===== config.mk =====
export PLATFORM = sky130hd
export DESIGN_NAME = pend_return_ctrl
export DESIGN_NICKNAME = d
export VERILOG_FILES = /design/src/rtl/pend_ret_pkg.sv /design/src/rtl/lsb_scan.sv /design/src/rtl/pend_next.sv /design/src/rtl/pend_return_ctrl.sv
export SDC_FILE = /design/constraint.sdc
export NUM_CORES = 1
export LEC_CHECK = 0
export ABC_AREA = 1
export BUFFER_PORTS_ARGS = -buffer_cell sky130_fd_sc_hd__buf_4
export CAP_MARGIN = 5
export CELL_PAD_IN_SITES_DETAIL_PLACEMENT = 2
export CELL_PAD_IN_SITES_GLOBAL_PLACEMENT = 2
export CORE_MARGIN = 2
export CORE_UTILIZATION = 27
export DETAILED_ROUTE_END_ITERATION = 8
export PLACE_DENSITY = 0.85
export SYNTH_ARGS = -nofsm -noshare
export SYNTH_HDL_FRONTEND = slang
export SYNTH_SLANG_ARGS = --single-unit

===== constraint.sdc =====
create_clock -name clk -period 3.98 [get_ports clk]
set_input_delay 0.597 -clock clk [delete_from_list [all_inputs] [get_ports clk]]
set_output_delay 0.597 -clock clk [all_outputs]
set_load 0.01 [all_outputs]

===== src/rtl/pend_ret_pkg.sv =====
package pend_ret_pkg;
   typedef enum logic [1:0] {
      RK_INT  = 2'd0,
      RK_EXC  = 2'd1,
      RK_NMI  = 2'd2,
      RK_EMU  = 2'd3
   } ret_kind_e;
endpackage


===== src/rtl/lsb_scan.sv =====
module lsb_scan #(
   parameter int W  = 16,
   parameter int LO = 0,
   localparam int IW = $clog2(W)
) (
   input  logic [W-1:0]  vec,
   output logic [IW-1:0] idx,
   output logic          hit
);
   generate
      if (LO >= W) begin : g_bad
         $error("lsb_scan: LO must be below W");
      end
   endgenerate

   always_comb begin
      hit = 1'b0;
      idx = '0;
      for (int i = W - 1; i >= LO; i--) begin
         if (vec[i]) begin
            hit = 1'b1;
            idx = IW'(i);
         end
      end
   end
endmodule


===== src/rtl/pend_next.sv =====
module pend_next
   import pend_ret_pkg::*;
#(
   parameter int NLEV     = 16,
   parameter int GDIS_IDX = 4,
   localparam int LW      = $clog2(NLEV)
) (
   input  logic [NLEV-1:0] cur,
   input  logic            ret_vld,
   input  logic [1:0]      ret_kind,
   input  logic            nest_en,
   input  logic            ret_addr_lsb,
   input  logic            enter_vld,
   input  logic [LW-1:0]   enter_lvl,
   input  logic [LW-1:0]   low_idx,
   input  logic            low_hit,
   input  logic [LW-1:0]   lvl_idx,
   input  logic            lvl_hit,
   output logic [NLEV-1:0] nxt,
   output logic            empty_ret
);
   logic [NLEV-1:0] after_ret;
   logic [NLEV-1:0] clr_mask;
   logic [NLEV-1:0] set_mask;
   ret_kind_e       kind;

   assign kind      = ret_kind_e'(ret_kind);
   assign empty_ret = ret_vld && (cur == '0);

   always_comb begin
      clr_mask = '0;
      if (ret_vld && !empty_ret) begin
         if (kind == RK_INT) begin
            clr_mask[GDIS_IDX] = 1'b1;
            if (!(nest_en && ret_addr_lsb) && lvl_hit) begin
               for (int b = 0; b < NLEV; b++)
                  if (LW'(b) == lvl_idx) clr_mask[b] = 1'b1;
            end
         end else if (low_hit) begin
            for (int b = 0; b < NLEV; b++)
               if (LW'(b) == low_idx) clr_mask[b] = 1'b1;
         end
      end
   end

   always_comb begin
      set_mask = '0;
      if (enter_vld) begin
         set_mask[GDIS_IDX] = 1'b1;
         for (int b = 0; b < NLEV; b++)
            if (LW'(b) == enter_lvl) set_mask[b] = 1'b1;
      end
   end

   assign after_ret = cur & ~clr_mask;
   assign nxt       = after_ret | set_mask;
endmodule


===== src/rtl/pend_return_ctrl.sv =====
module pend_return_ctrl #(
   parameter int NLEV     = 16,
   parameter int GDIS_IDX = 4,
   localparam int LW      = $clog2(NLEV)
) (
   input  logic            clk,
   input  logic            rst,
   input  logic            enter_vld,
   input  logic [LW-1:0]   enter_lvl,
   input  logic            ret_vld,
   input  logic [1:0]      ret_kind,
   input  logic            nest_en,
   input  logic            ret_addr_lsb,
   output logic [NLEV-1:0] pend_q,
   output logic [LW-1:0]   cur_lvl,
   output logic            cur_vld,
   output logic            gdis,
   output logic            ret_err
);
   generate
      if (GDIS_IDX + 1 >= NLEV) begin : g_bad_gdis
         $error("pend_return_ctrl: no interrupt levels above the disable bit");
      end
      if ((1 << LW) != NLEV) begin : g_bad_nlev
         $error("pend_return_ctrl: NLEV must be a power of two");
      end
   endgenerate

   logic [NLEV-1:0] nxt;
   logic [LW-1:0]   low_idx;
   logic            low_hit;
   logic            empty_ret;

   lsb_scan #(.W(NLEV), .LO(0)) u_low_scan (
      .vec (pend_q),
      .idx (low_idx),
      .hit (low_hit)
   );

   lsb_scan #(.W(NLEV), .LO(GDIS_IDX + 1)) u_lvl_scan (
      .vec (pend_q),
      .idx (cur_lvl),
      .hit (cur_vld)
   );

   pend_next #(.NLEV(NLEV), .GDIS_IDX(GDIS_IDX)) u_next (
      .cur          (pend_q),
      .ret_vld      (ret_vld),
      .ret_kind     (ret_kind),
      .nest_en      (nest_en),
      .ret_addr_lsb (ret_addr_lsb),
      .enter_vld    (enter_vld),
      .enter_lvl    (enter_lvl),
      .low_idx      (low_idx),
      .low_hit      (low_hit),
      .lvl_idx      (cur_lvl),
      .lvl_hit      (cur_vld),
      .nxt          (nxt),
      .empty_ret    (empty_ret)
   );

   always_ff @(posedge clk) begin
      if (rst) begin
         pend_q  <= '0;
         ret_err <= 1'b0;
      end else begin
         pend_q  <= nxt;
         ret_err <= empty_ret;
      end
   end

   assign gdis = pend_q[GDIS_IDX];
endmodule


==> impl_metrics.json, run 1 <==
{
  "via_per_inst": 4.90,
  "path_clk_slew_ns": 0.08,
  "postCtsHoldBufs": 0,
  "max-vdd-ir-drop_v": 0.0000765,
  "fin_nets": 267,
  "wl_per_cell_um": 15.2,
  "p_int_mw": 0.294,
  "criticalPathCategory": "reg -> reg",
  "dpl.hpwl_mm": 3.74,
  "core.rowCount": 24,
  "dr.pass1.iters": 4,
  "rrSetupSlack_ns": 1.62,
  "crit_required_ns": 4.13,
  "via_count": 1499,
  "dp.cells": 302,
  "fin_area_mm2": 0.00161,
  "cp-end-kind": "register",
  "relSlewSlack": 0.644,
  "setup_tns_ns": 0,
  "fin_cells": 306,
  "grt_usage": 0.194,
  "critPathCapture": "pend_q[3]",
  "grt_pass1_vias": 1645,
  "fin_skew_ns": 0.00980,
  "synth_cell_types": 23,
  "synth_top_cell_by_area": "dfxtp_1",
  "root_buffer": "clkbuf_8",
  "ios": 35,
  "dieArea_mm2": 0.00527,
  "drc_errors": 0,
  "synth.area.top_cells": "dfxtp_1 (27%), nand2_1 (22%), inv_1 (8.9%)",
  "cp.arrival_ns": 2.50,
  "finalCritPeriodShare": 0.592,
  "wl_mm": 4.64,
  "first_iter_violations": 60,
  "min_path_type": "reg -> reg",
  "reg2reg_depth": 12,
  "ant_nets": 0,
  "clkLatencyLatePin_ns": 0.26,
  "synth_area_mm2": 0.00127,
  "p_sw_mw": 0.156,
  "drv_slew": 0,
  "setup_slack_ns": 1.62,
  "dpl_worst_slack_ns": 1.60,
  "clkSinkCount": 17,
  "cts_tree": "yes",
  "postPlaceCellArea_mm2": 0.00157,
  "num_antenna_cells": 0,
  "yosysSeqAreaShare": 0.268,
  "maxCapViolations": 0,
  "pwr-share-clk": 0.298,
  "crit_fanout": 13,
  "antenna_found_initial": 0,
  "die_x_um": 72.6,
  "clock_path_buffers": 2,
  "r2r_start": "pend_q[0]",
  "p_per_area_mw_per_mm2": 279,
  "finalHoldViolations": 0,
  "tightest_slew_ns": 0.533,
  "cts_buffers": 3,
  "coreArea_mm2": 0.00444,
  "fin_crit_ns": 2.36,
  "finalPower_mw": 0.450,
  "syn_area_per_cell_um2": 5.75,
  "yosys_warnings": 0,
  "crit_start": "pend_q[0]",
  "setup_viol": 0,
  "syn2layout_area_growth_pct": 27.0,
  "routabilityCongestion": 0.839,
  "p_comb_frac": 0.301,
  "rsz0062_at_grt": "no",
  "synth_nets": 233,
  "p_leak_nw": 0.772,
  "ctsHtreeMaxLevel": 1,
  "grt_pass1_wl_mm": 7.93,
  "syn_inst": 221,
  "start_util": 0.286,
  "cts-resized-gates": 0,
  "cp-start-kind": "register",
  "r2r-end": "pend_q[3]",
  "holdWs_ns": 0.496,
  "layout-drive-gt1-share": 0.236,
  "io_buffer_count": 34,
  "switching_share": 0.347,
  "fmax_mhz": 424,
  "synth_top_area_share": 0.268,
  "cts_setup_buffers": 0,
  "fin_util": 0.363,
  "status": "finished clean",
  "overflow": 0,
  "seqPwrFrac": 0.402,
  "grt_max_degree": 18,
  "synth_seq_cells": 17,
  "die_h_um": 72.6
}
## worst min path at each step
stage,startpoint,to,slack [ns],cells after the start
6_report,pend_q[11],pend_q[11],0.50,2
5_1_grt,pend_q[10],pend_q[10],0.52,2
4_1_cts,pend_q[1],pend_q[1],0.50,2
3_5_place_dp,pend_q[1],pend_q[1],0.49,2
3_3_place_gp,pend_q[8],pend_q[8],0.48,2
2_1_floorplan,pend_q[10],pend_q[10],0.49,2
## per-layer routing
| layer | track usage | share of wire |
|---|---|---|
| met5 | 0 | 0 |
| met4 | 0.0494 | 0.010 |
| met3 | 0.0207 | 0.018 |
| met2 | 0.320 | 0.48 |
| met1 | 0.269 | 0.49 |
## Yosys cell counts
cell type and n:
a21oi_1 17, a21oi_4 1, a31oi_4 1, buf_1 1
buf_4 1, clkbuf_1 3, dfxtp_1 17, inv_1 30
inv_2 5, inv_4 1, nand2_1 73, nand2_2 9
nand3_1 15, nand3_2 2, nand4_1 7, nor2_1 22
nor2_2 4, nor3_1 6, o2111ai_1 1, o21a_1 1
o21ai_1 2, o31ai_1 1, or2_1 1
## worst max-delay path, cell delays in order, from the launching register on
cell	delay, ns
dfxtp_1	0.37
inv_2	0.08
nand2_1	0.14
nor3_1	0.06
inv_1	0.11
nor2_1	0.09
nand2_1	0.12
inv_2	0.06
nor2_2	0.42
o2111ai_1	0.30
or2_1	0.30
o21ai_1	0.13
a21oi_1	0.07
## cell usage in the layout (no fill, tap or decap), types with 2 or more instances in the layout
| cell type | count |
|---|---|
| clkbuf_8 | 3 |
| nand4_1 | 7 |
| nand2_2 | 9 |
| nand3_1 | 15 |
| a21oi_1 | 17 |
| buf_4 | 34 |
| dfxtp_1 | 17 |
| nand2_1 | 73 |
| inv_1 | 30 |
| nand3_2 | 2 |
| nor2_1 | 22 |
| nor2_2 | 4 |
| nor3_1 | 6 |
| inv_2 | 5 |
| o21ai_1 | 2 |
## sequential cells by signal, summed over array words and instances (netlist names)
signal,flops
ret_err,1
pend_q,16
## logic make-up (layout without fill, tap and decap cells)
kind of cell / Yosys count / after routing / share of synthesized area
AO/OA/AOI/OAI: 24 / 24 / 0.123
buffers and inverters: 41 / 74 / 0.126
flip-flops: 17 / 17 / 0.268
AND/OR/NAND/NOR: 139 / 139 / 0.483
## power groups by stage
stage,clock (mW),sequential [mW],combinational (mW)
global route,0.148,0.181,0.153
finish,0.134,0.181,0.135
CTS,0.139,0.181,0.138
floorplan,0,0.185,0.0836
detailed placement,0,0.185,0.137
global placement,0,0.184,0.133
## area by class of cell
type                       instances  area [µm²]
sequential                        17         340
tap                               52        65.1
fill                             582        2830
inverter                          36         138
multi-input combinational        163         769
timing repair buffer              34         255
clock buffer                       4        45.0
No activity file was read; power rests on OpenSTA's default activity.
==> inputs of run 2 (changes only) <==
--- a/config.mk
+++ b/config.mk
@@ -11,9 +11,9 @@
 export CELL_PAD_IN_SITES_DETAIL_PLACEMENT = 2
 export CELL_PAD_IN_SITES_GLOBAL_PLACEMENT = 2
 export CORE_MARGIN = 2
-export CORE_UTILIZATION = 27
+export CORE_UTILIZATION = 25
 export DETAILED_ROUTE_END_ITERATION = 8
-export PLACE_DENSITY = 0.85
+export PLACE_DENSITY = 0.8
 export SYNTH_ARGS = -nofsm -noshare
 export SYNTH_HDL_FRONTEND = slang
 export SYNTH_SLANG_ARGS = --single-unit
==> constraint.sdc (replaced) <==
create_clock -name clk -period 2.5 [get_ports clk]
set_input_delay 0.375 -clock clk [delete_from_list [all_inputs] [get_ports clk]]
set_output_delay 0.375 -clock clk [all_outputs]
set_load 0.01 [all_outputs]
==> run 2 against run 1 <==
Net effect:
- critical path depth down 3
- largest cell class unchanged
- first-iteration DRC count fell by 15%
- register-to-register slack got worse by 1.2 ns
- setup slack got worse by 1.2 ns
- combinational power up 62%
- die area is 7.6% higher
- clock skew fell by 0.0045 ns
- non-clock buffer count up 2
- clock-buffer cell count shrank 1
- critical endpoint unchanged
- global-route usage decreased by 1.2 points
- largest power group unchanged
==> impl_metrics.json, run 2 (synthesis gave the netlist of run 1 again) <==
{
  "status": "finished clean",
  "coreArea_mm2": 0.00482,
  "antenna_found_initial": 0,
  "r2r-end": "pend_q[3]",
  "dieArea_mm2": 0.00567,
  "ios": 35,
  "grt_pass1_vias": 1587,
  "crit_required_ns": 2.64,
  "cts_tree": "yes",
  "r2r_start": "pend_q[7]",
  "seq_area_um2": 340,
  "rsz0062_at_grt": "no",
  "via_count": 1513,
  "fin_cells": 323,
  "die_h_um": 75.3,
  "ctsHtreeMaxLevel": 1,
  "dr.pass1.iters": 4,
  "slowest_stage": "dfxtp_1",
  "clock_path_buffers": 2,
  "p_per_area_mw_per_mm2": 435,
  "min_delay_path_depth": 3,
  "fin_skew_ns": 0.00527,
  "cts_buffers": 3,
  "cts-resized-gates": 0,
  "cp-end-kind": "register",
  "worstHoldStart": "ret_vld",
  "reg2reg_depth": 9,
  "layout_common_cells": "nand2_1 (73), buf_4 (36), inv_1 (30), nor2_1 (22)",
  "largest-register": "pend_q",
  "io_buffer_count": 34,
  "dpl.hpwl_mm": 3.92,
  "syn2layout_area_growth_pct": 29.8,
  "min_path_type": "in -> reg",
  "rrSetupSlack_ns": 0.42,
  "clkLatencyLatePin_ns": 0.26,
  "holdWs_ns": 0.403,
  "via_per_inst": 4.68,
  "gr-usage-met2": 0.301,
  "finalHoldViolations": 0,
  "wl_mm": 4.63,
  "start_util": 0.264,
  "top_regs": "pend_q: 16 flops, ret_err: 1 flops",
  "p_leak_nw": 0.785,
  "root_buffer": "clkbuf_8",
  "clkSinkCount": 17,
  "setup_tns_ns": 0,
  "first_iter_violations": 51,
  "setup_viol": 0,
  "relSlewSlack": 0.659,
  "fin_nets": 269,
  "multiInputGateArea_um2": 769,
  "core.rowCount": 25,
  "top_usage_layer": "met2",
  "min_to": "ret_err",
  "max-vdd-ir-drop_v": 0.000168,
  "criticalPathCategory": "reg -> reg",
  "postCtsHoldBufs": 0,
  "drv_slew": 0,
  "cp.arrival_ns": 2.22,
  "dp.cells": 319,
  "grt_usage": 0.182,
  "fmax_mhz": 480,
  "die_x_um": 75.3,
  "crit_start": "pend_q[7]",
  "path_clk_slew_ns": 0.07,
  "drc_errors": 0,
  "cp_cell_sequence": "nor2_2, nand2_2, nor2_1, inv_1, nor2_1, o2111ai_1, or2_1, o21ai_1, a21oi_1",
  "fin_crit_ns": 2.08,
  "largest_reg_flops": 16,
  "use_met3": 0.0174,
  "cts_setup_buffers": 0,
  "maxCapViolations": 0,
  "critical_path.max_stage_delay_ns": 0.36,
  "timing.critical_path.mode_cell": "nor2_1",
  "routabilityCongestion": 0.876,
  "finalCritPeriodShare": 0.833,
  "tightest_slew_ns": 0.507,
  "num-fill-cells": 643,
  "overflow": 0,
  "num_antenna_cells": 0,
  "cp-start-kind": "register",
  "layout_commonest_cell": "nand2_1",
  "crit_fanout": 5,
  "layout-drive-gt1-share": 0.246,
  "grt_max_degree": 18,
  "wl_per_cell_um": 14.3,
  "gr-usage-met1": 0.261,
  "grt_pass1_wl_mm": 7.87,
  "ant_nets": 0
}
## run 2: through the flow
step	total power [mW]	setup WS [ns]	area, µm²	utilization
2_1_floorplan	0.428	0.706	1270	-
3_3_place_gp	0.508	0.503	1600	0.332
3_5_place_dp	0.515	0.387	1600	0.332
4_1_cts	0.731	0.356	1650	0.342
5_1_grt	0.772	0.156	1650	0.342
6_report	0.717	0.418	1650	0.342
## run 2: worst max-delay path by stage
stage,to,slack (ns),depth (start not counted)
2_1_floorplan,pend_q[3],0.71,11
5_1_grt,pend_q[11],0.16,12
4_1_cts,pend_q[3],0.36,9
3_3_place_gp,pend_q[8],0.50,11
6_report,pend_q[3],0.42,9
3_5_place_dp,pend_q[3],0.39,9
## run 2: layout make-up
type | count | share of cell area
multi-input combinational | 163 | 0.467
sequential | 17 | 0.207
timing repair buffer | 36 | 0.164
inverter | 36 | 0.0835
tap | 67 | 0.0509
clock buffer | 3 | 0.0251
clock inverter | 1 | 0.00304
## run 2: per-layer routing
metal | share of wire | vias up
met1 | 0.50 | 724
met3 | 0.023 | 3
met2 | 0.47 | 24
li1 | - | 762
met4 | 0.0050 | 0
met5 | 0 | -
## run 2: worst max-delay path: cells and delay by family (launching register included)
kind | cells | cell delay [ns]
AOI/OAI and AO/OA | 3 | 0.44
buffers and inverters | 1 | 0.07
and+or+nand+nor | 5 | 1.08
DFF | 1 | 0.36
## run 2: where the power goes
| group | switching, mW | internal, mW |
|---|---|---|
| sequential | 0.00928 | 0.278 |
| combinational | 0.140 | 0.0789 |
| clock | 0.100 | 0.111 |
| total | 0.249 | 0.468 |
